### config.mk
export PLATFORM = sky130hd
export DESIGN_NAME = axis_param_seq
export DESIGN_NICKNAME = d
export VERILOG_FILES = /design/src/rtl/axp_pkg.sv /design/src/rtl/axp_handshake.sv /design/src/rtl/axp_phase_eval.sv /design/src/rtl/axp_state_regs.sv /design/src/rtl/axis_param_seq.sv
export SDC_FILE = /design/constraint.sdc
export NUM_CORES = 1
export LEC_CHECK = 0
export BUFFER_PORTS_ARGS = -buffer_cell sky130_fd_sc_hd__buf_2
export CELL_PAD_IN_SITES_DETAIL_PLACEMENT = 0
export CELL_PAD_IN_SITES_GLOBAL_PLACEMENT = 1
export CORE_ASPECT_RATIO = 1.2
export CORE_MARGIN = 8
export CORE_UTILIZATION = 34
export DETAILED_ROUTE_END_ITERATION = 8
export PLACE_DENSITY = 0.87
export REMOVE_ABC_BUFFERS = 1
export SETUP_SLACK_MARGIN = 0.15
export SYNTH_ARGS = -nofsm -noshare
export SYNTH_HDL_FRONTEND = slang
export SYNTH_SLANG_ARGS = --single-unit
### constraint.sdc
create_clock -name clk -period 3 [get_ports clk]
set_input_delay 0.9 -clock clk [delete_from_list [all_inputs] [get_ports clk]]
set_output_delay 0.9 -clock clk [all_outputs]
set_load 0.01 [all_outputs]
### src/rtl/axp_pkg.sv
package axp_pkg;

  typedef enum logic [1:0] {
    HS_IDLE  = 2'd0,
    HS_EVAL  = 2'd1,
    HS_REPLY = 2'd2
  } hs_state_e;

  typedef enum logic [1:0] {
    PICK_NONE = 2'd0,
    PICK_A    = 2'd1,
    PICK_B    = 2'd2
  } step_pick_e;

  typedef struct packed {
    logic step;
    logic mag;
    logic gray;
  } phase_flags_t;

  // Which step-size target the axis and rotation bits select.
  function automatic step_pick_e pick_step(input logic axis, input logic rot);
    if (!axis)    return PICK_NONE;
    else if (rot) return PICK_B;
    else          return PICK_A;
  endfunction

endpackage

### src/rtl/axp_handshake.sv
module axp_handshake
  import axp_pkg::*;
(
  input  logic clk,
  input  logic rst_n,
  input  logic call,
  output logic eval_fire,
  output logic reply
);

  hs_state_e st_q, st_d;

  always_comb begin
    case (st_q)
      HS_IDLE:  st_d = call ? HS_EVAL : HS_IDLE;
      HS_EVAL:  st_d = HS_REPLY;
      HS_REPLY: st_d = HS_IDLE;
      default:  st_d = HS_IDLE;
    endcase
  end

  always_ff @(posedge clk or negedge rst_n) begin
    if (!rst_n) st_q <= HS_IDLE;
    else        st_q <= st_d;
  end

  assign eval_fire = (st_q == HS_EVAL);
  assign reply     = (st_q == HS_REPLY);

endmodule

### src/rtl/axp_phase_eval.sv
module axp_phase_eval
  import axp_pkg::*;
#(
  parameter int CNT_W  = 3,
  parameter int GRAY_W = 2
) (
  input  logic [CNT_W-1:0]  cnt,
  input  phase_flags_t      flags,
  input  logic              axis_sel,
  input  logic              rot_sel,
  input  logic              const_rate,
  input  logic              raster_fmt,
  input  logic [CNT_W-1:0]  tgt_a,
  input  logic [CNT_W-1:0]  tgt_b,
  input  logic [CNT_W-1:0]  tgt_mag,
  input  logic [GRAY_W-1:0] tgt_gray,
  output logic [CNT_W-1:0]  cnt_nx,
  output phase_flags_t      flags_nx,
  output logic              step_hit,
  output logic              mag_hit,
  output logic              gray_hit,
  output logic              cnt_bump,
  output logic              load_z
);

  function automatic logic step_match(input step_pick_e pk,
                                      input logic [CNT_W-1:0] c,
                                      input logic [CNT_W-1:0] a,
                                      input logic [CNT_W-1:0] b);
    case (pk)
      PICK_A:  return c == a;
      PICK_B:  return c == b;
      default: return 1'b0;
    endcase
  endfunction

  function automatic logic [CNT_W-1:0] widen_gray(input logic [GRAY_W-1:0] g);
    return CNT_W'(g);
  endfunction

  step_pick_e pick;
  logic       gray_ok;
  logic       all_done;

  always_comb begin
    pick     = pick_step(axis_sel, rot_sel);
    gray_ok  = raster_fmt || const_rate || (cnt == widen_gray(tgt_gray));
    all_done = flags.step && flags.mag && flags.gray;

    step_hit = !flags.step && step_match(pick, cnt, tgt_a, tgt_b);
    mag_hit  = flags.step && !flags.mag && (cnt == tgt_mag);
    gray_hit = flags.step && flags.mag && !flags.gray && gray_ok;
    cnt_bump = !all_done && !(step_hit || mag_hit || gray_hit);

    if (step_hit || mag_hit) cnt_nx = '0;
    else if (cnt_bump)       cnt_nx = cnt + 1'b1;
    else                     cnt_nx = cnt;

    flags_nx.step = flags.step | step_hit;
    flags_nx.mag  = flags.mag  | mag_hit;
    flags_nx.gray = flags.gray | gray_hit;

    load_z = gray_hit && (pick == PICK_B);
  end

endmodule

### src/rtl/axp_state_regs.sv
module axp_state_regs
  import axp_pkg::*;
#(
  parameter int                CNT_W     = 3,
  parameter int                XFER_W    = 2,
  parameter logic [XFER_W-1:0] XFER_INIT = '1
) (
  input  logic              clk,
  input  logic              rst_n,
  input  logic              clr,
  input  logic              eval_fire,
  input  logic [CNT_W-1:0]  cnt_nx,
  input  phase_flags_t      flags_nx,
  input  logic              gray_hit,
  input  logic              load_z,
  output logic [CNT_W-1:0]  cnt,
  output phase_flags_t      flags,
  output logic [XFER_W-1:0] xfer_x,
  output logic [XFER_W-1:0] xfer_z
);

  localparam int LANES = 2;

  always_ff @(posedge clk or negedge rst_n) begin
    if (!rst_n) begin
      cnt   <= '0;
      flags <= '0;
    end else if (clr) begin
      cnt   <= '0;
      flags <= '0;
    end else if (eval_fire) begin
      cnt   <= cnt_nx;
      flags <= flags_nx;
    end
  end

  logic [LANES-1:0]  lane_load;
  logic [XFER_W-1:0] lane_q [LANES];

  assign lane_load[0] = eval_fire && gray_hit;
  assign lane_load[1] = eval_fire && load_z;

  for (genvar i = 0; i < LANES; i++) begin : g_xfer
    always_ff @(posedge clk or negedge rst_n) begin
      if (!rst_n)            lane_q[i] <= XFER_INIT;
      else if (clr)          lane_q[i] <= '0;
      else if (lane_load[i]) lane_q[i] <= '0;
    end
  end

  assign xfer_x = lane_q[0];
  assign xfer_z = lane_q[1];

endmodule

### src/rtl/axis_param_seq.sv
module axis_param_seq
  import axp_pkg::*;
#(
  parameter int                CNT_W     = 3,
  parameter int                GRAY_W    = 2,
  parameter int                XFER_W    = 2,
  parameter logic [XFER_W-1:0] XFER_INIT = '1
) (
  input  logic              clk,
  input  logic              rst_n,
  input  logic              clr,
  input  logic              call,
  input  logic              axis_sel,
  input  logic              rot_sel,
  input  logic              const_rate,
  input  logic              raster_fmt,
  input  logic [CNT_W-1:0]  step_tgt_a,
  input  logic [CNT_W-1:0]  step_tgt_b,
  input  logic [CNT_W-1:0]  mag_tgt,
  input  logic [GRAY_W-1:0] gray_tgt,
  output logic              reply,
  output logic              step_done,
  output logic              mag_done,
  output logic              gray_done,
  output logic [XFER_W-1:0] xfer_x,
  output logic [XFER_W-1:0] xfer_z,
  output logic [CNT_W-1:0]  phase_count
);

  // Named internal events, visible to the bound checker.
  logic         eval_fire;
  logic         step_hit;
  logic         mag_hit;
  logic         gray_hit;
  logic         cnt_bump;
  logic         load_z;
  logic [CNT_W-1:0] cnt_nx;
  phase_flags_t flags_q, flags_nx;

  axp_handshake u_hs (
    .clk       (clk),
    .rst_n     (rst_n),
    .call      (call),
    .eval_fire (eval_fire),
    .reply     (reply)
  );

  axp_phase_eval #(.CNT_W(CNT_W), .GRAY_W(GRAY_W)) u_eval (
    .cnt        (phase_count),
    .flags      (flags_q),
    .axis_sel   (axis_sel),
    .rot_sel    (rot_sel),
    .const_rate (const_rate),
    .raster_fmt (raster_fmt),
    .tgt_a      (step_tgt_a),
    .tgt_b      (step_tgt_b),
    .tgt_mag    (mag_tgt),
    .tgt_gray   (gray_tgt),
    .cnt_nx     (cnt_nx),
    .flags_nx   (flags_nx),
    .step_hit   (step_hit),
    .mag_hit    (mag_hit),
    .gray_hit   (gray_hit),
    .cnt_bump   (cnt_bump),
    .load_z     (load_z)
  );

  axp_state_regs #(.CNT_W(CNT_W), .XFER_W(XFER_W), .XFER_INIT(XFER_INIT)) u_regs (
    .clk       (clk),
    .rst_n     (rst_n),
    .clr       (clr),
    .eval_fire (eval_fire),
    .cnt_nx    (cnt_nx),
    .flags_nx  (flags_nx),
    .gray_hit  (gray_hit),
    .load_z    (load_z),
    .cnt       (phase_count),
    .flags     (flags_q),
    .xfer_x    (xfer_x),
    .xfer_z    (xfer_z)
  );

  assign step_done = flags_q.step;
  assign mag_done  = flags_q.mag;
  assign gray_done = flags_q.gray;

endmodule

# Yosys cells after proc, flatten, opt, wreduce, memory -nomap -nowiden
# Index checks and enable logic that the tools add are counted.
# classes
addsub	1
multipliers	0
n_div	0
n_lt_le_gt_ge	0
n_eq_ne	8
shifts	0
muxes	15
n_bitwise	3
n_reduce_logical	26
# op_table
operator	count
$mux W3	6
$mux W2	6
$logic_and A1 B1 Y1	11
$eq A3 B3 Y1	3
$reduce_bool A2 Y1	3
$logic_not A1 Y1	5
$eq A2 B1 Y1 const B	2
$eq A2 B2 Y1 const B	2
$logic_or A1 B1 Y1	4
$pmux W2 S2	1
$add A3 B1 Y3 const B	1
$eq A3 B2 Y1	1
$or A1 B1 Y1	3
$reduce_bool A3 Y1	1
$logic_not A2 Y1	1
$pmux W1 S2	1
$reduce_and A2 Y1	1
$mux W1	1
# totals
ff_bits	12
latch_bits	0
mem_bits_rw	0
romBits	0
output_inout_bits	11
mem_count	0

# Longest topological paths before layout
# logic_depth
depth_word	13
mapped_depth	6
depth_no_buf	6

# Modules after synthesis
# From an unflattened synthesis, not the netlist that was laid out.
# unflattened
cells_unflattened	91
hier_area_um2	867.1
# by_module_without_submodules
module	n_inst	cells_per_inst	area_each_um2
axp_phase_eval	1	58	452.9
axp_state_regs	1	28	339.1
axp_handshake	1	5	75.1

# Worst setup path after synthesis
# No wires, ideal clock.
# synth_timing
path_type	input to register
startpoint	in rot_sel
endpoint	reg u_regs.cnt[2]
t_arrival_ps	1799
required_time_ps	2858
setup_slack_ps	1059
stages	5
n_path_buf	0
cell_sequence	mux2i_1 > xor2_1 > o211ai_1 > o311ai_0 > o211ai_1
# synth_via
elab_chain_len	11
elab_cells_between_ends	15
classes_between	eq/ne: 2; mux: 6; reduce/logical: 7
# synth_lines
item	line	rtl
from (decl)	axis_param_seq.sv:14	input logic rot_sel,
$mux W2 *	axp_pkg.sv:24	else if (rot) return PICK_B;
$mux W2 *	axp_pkg.sv:23	if (!axis) return PICK_NONE;
$eq A2 B2 Y1 or $eq A2 B1 Y1 (tied branches)	axp_phase_eval.sv:30	case (pk)
$pmux W1 S2 *	axp_phase_eval.sv:30	
$logic_and A1 B1 Y1 *	axp_phase_eval.sv:50	step_hit = !flags.step && step_match(pick, cnt, tgt_a, tgt_b);
$logic_or A1 B1 Y1 *	axp_phase_eval.sv:53, axp_phase_eval.sv:55	
$logic_or A1 B1 Y1	axp_phase_eval.sv:53	cnt_bump = !all_done && !(step_hit || mag_hit || gray_hit);
$logic_not A1 Y1	axp_phase_eval.sv:53	
$logic_and A1 B1 Y1	axp_phase_eval.sv:53	
$reduce_bool A3 Y1 (no source line)	n/a	
$reduce_and A2 Y1 (no source line)	n/a	
to (signal assigned)	axp_state_regs.sv:32	cnt <= cnt_nx;
to (decl)	axp_state_regs.sv:16	output logic [CNT_W-1:0] cnt,
# Every way passes the cells marked *; elsewhere a longest branch is shown, timed or not. The select of a mux whose other input is x is not followed.
# A chain may end at the register's enable or synchronous reset.

# Worst setup path after layout
# Same ends and word-level chain as after synthesis.

==> results.cfg <==
[die]
coreArea_um2 = 1790
dieHeight_um = 62.7
start_util_pct = 34.6
die_x_um = 54.9
row_count = 17
dieArea_um2 = 3440
ios = 30

[finish]
finalNetCount = 115
regArea_um2 = 253
mostFrequentLayoutCells = 29 x buf_2, 8 x dfrtp_1, 6 x xor2_1, 5 x nand2_1, 4 x a21oi_1
n_fill_cell = 197
syn2layout_area_growth_pct = 30.8
stdcell_count = 113
fin_util_pct = 45.2
insertedDiodeCount = 0
layout-drive-gt1-share_pct = 41.5
final_common_cell = buf_2
multi_input_area_um2 = 339

[sta]
min_period_ps = 1940
rsz0062_at_grt = no
fmax_mhz = 515
worstMarginPinSlew_ps = 345
relSlewSlack_pct = 76.8
hold_violations = 0
setup_viol = 0
fin_skew_ps = 3.18
fin_setup_tns_ps = 0
slew_violations = 0
fin_crit_sh_pct = 64.7

[synthesis]
synthMuxAreaShare_pct = 3.24
synth_compound_area_share_pct = 19.2
synth_xor_area_share_pct = 9.92
synthCells = 63
yosysUniqueCellTypes = 30
synth_seq_cells = 10
ys_seq_area_share_pct = 40.9
synth-adder-area-share_pct = 2.02
syn-cell-area_um2 = 618
synth-simple-area-share_pct = 20.4
yosys_warnings = 0
synth_top_family_by_area = simple AND/OR/NAND/NOR gates
avgSynthCellArea_um2 = 9.81

[place]
io_buffers = 29
gp_congestion = 0.824
dp.cells = 109
dp_hpwl_mm = 1.26

[routing]
dr.first_iter.drc_count = 3
first_pass_iters = 3
post_drt_wl_per_cell_um = 14.0
ant_nets = 0
drc = 0
via_per_inst = 5.15
wirelength_mm = 1.59
via_count = 582

[hold_path]
hold_path_class = register to register
hold_depth = 1

[power_and_ir_drop]
p_leak_nw = 0.407
power_density_nw_per_um2 = 517
ir_worst_vdd_uv = 261

[worst_setup_path]
cp.arrival_ps = 2070
reg2regPathDepth = 5
critPathCaptureType = register
startpoint_type = primary input
crit_type = primary input to register
cp.required_ps = 3130
path_max_fanout = 5

[clocking]
cts_tree = done
cts.sinks = 10
holdBufCountCts = 0
cts_max_level = 1
clk-insertion-delay-late_ps = 270
clockBufferDepth = 2
cts_buffers = 3
cts_root_buf = clkbuf_4
cts_resized = 0
path_clk_slew_ps = 70
post-cts-setup-buffers = 0

[job]
maxCapViolations = 0

[global_routing]
grt_pass1_wl_mm = 2.46
grt_pass1_vias = 555
overflow = 0
antenna_found_initial = 0
grt_max_degree = 11
grt_usage_pct = 9.17

[status]
status = finished, final reports clean
-- critical path: stages --
cell and delay, ps:
buf_2 130, mux2i_1 220, xor2_1 160, o211ai_1 170
o311ai_0 360, o211ai_1 140
-- cell type report --
type	count	area share (%)
Sequential cell	10	31.3
Inverter	3	1.39
Clock buffer	4	4.49
Tap cell	19	2.94
Multi-Input combinational cell	48	42.0
Timing Repair Buffer	29	18.0
-- state kept, by name, summed over array words and instances (netlist names) --
register / cells
u_hs.st_q: 2
u_regs.cnt: 3
u_regs.flags: 3
u_regs.xfer_x: 1
u_regs.xfer_z: 1
-- routing by layer --
layer  track usage, %  up-vias  part of all wire, %
met1             11.7      266                   44
met2             13.6       23                   45
li1                 -      291                    -
met5                0        -                    0
met3             1.43        2                  9.7
met4             5.42        0                  1.2
-- cell usage after synthesis --
cell type | n | area share [%]
nand2_1 | 5 | 3.0
inv_1 | 3 | 1.8
o41a_1 | 1 | 1.8
buf_4 | 2 | 2.4
or3_1 | 1 | 1.0
nor2b_1 | 2 | 2.0
a21o_2 | 1 | 1.4
xnor2_1 | 1 | 1.4
o211ai_1 | 2 | 2.4
mux2i_1 | 2 | 3.2
nor4_2 | 1 | 2.0
a21oi_1 | 4 | 3.2
nand2b_1 | 3 | 3.0
or2_2 | 1 | 1.0
o21ai_0 | 2 | 1.6
xor2_1 | 6 | 8.5
and3_1 | 1 | 1.0
o21ba_2 | 1 | 1.6
dfstp_2 | 2 | 8.5
o311ai_1 | 1 | 1.4
ha_1 | 1 | 2.0
nor3b_1 | 2 | 2.4
nor2_1 | 3 | 1.8
nor3_1 | 1 | 0.81
o41ai_1 | 1 | 1.4
nand3b_1 | 1 | 1.2
o311ai_0 | 2 | 2.8
dfrtp_1 | 8 | 32
a311oi_1 | 1 | 1.4
nor4_1 | 1 | 1.0
-- report_power, final --
part	internal, mW	total, mW	switching [mW]
logic	0.0562	0.116	0.0595
registers	0.150	0.179	0.0290
clock network	0.0737	0.123	0.0494
total	0.280	0.418	0.138
-- cell families (layout without fill, tap and decap cells) --
kind of cell	after synthesis	after routing
compound gates	16	16
xor+xnor	7	7
fa+ha+maj	1	1
buf+inv	5	36
flops	10	10
mux	2	2
simple gates	22	22
-- path summary, 6_finish.rpt --
check,start,end,slack (ps)
max in group asynchronous,rst_n,u_regs.xfer_x[0],2260
max reg2reg,u_regs.cnt[1],u_regs.flags[0],1430
max,rot_sel,u_regs.cnt[2],1060
min in group asynchronous,rst_n,u_hs.st_q[0],480
min,u_hs.st_q[1],u_hs.st_q[0],450
min reg2reg,u_hs.st_q[1],u_hs.st_q[0],450
-- through the flow --
stage | power [mW] | hold slack, ps | worst slack [ps] | instance area (um^2)
2_1_floorplan | 0.248 | 413 | 1060 | 603
3_3_place_gp | 0.295 | 427 | 769 | 772
3_5_place_dp | 0.299 | 438 | 762 | 772
4_1_cts | 0.424 | 450 | 1050 | 808
5_1_grt | 0.445 | 476 | 902 | 808
6_report | 0.418 | 452 | 1060 | 808
Power figures use the tool's default switching activity.
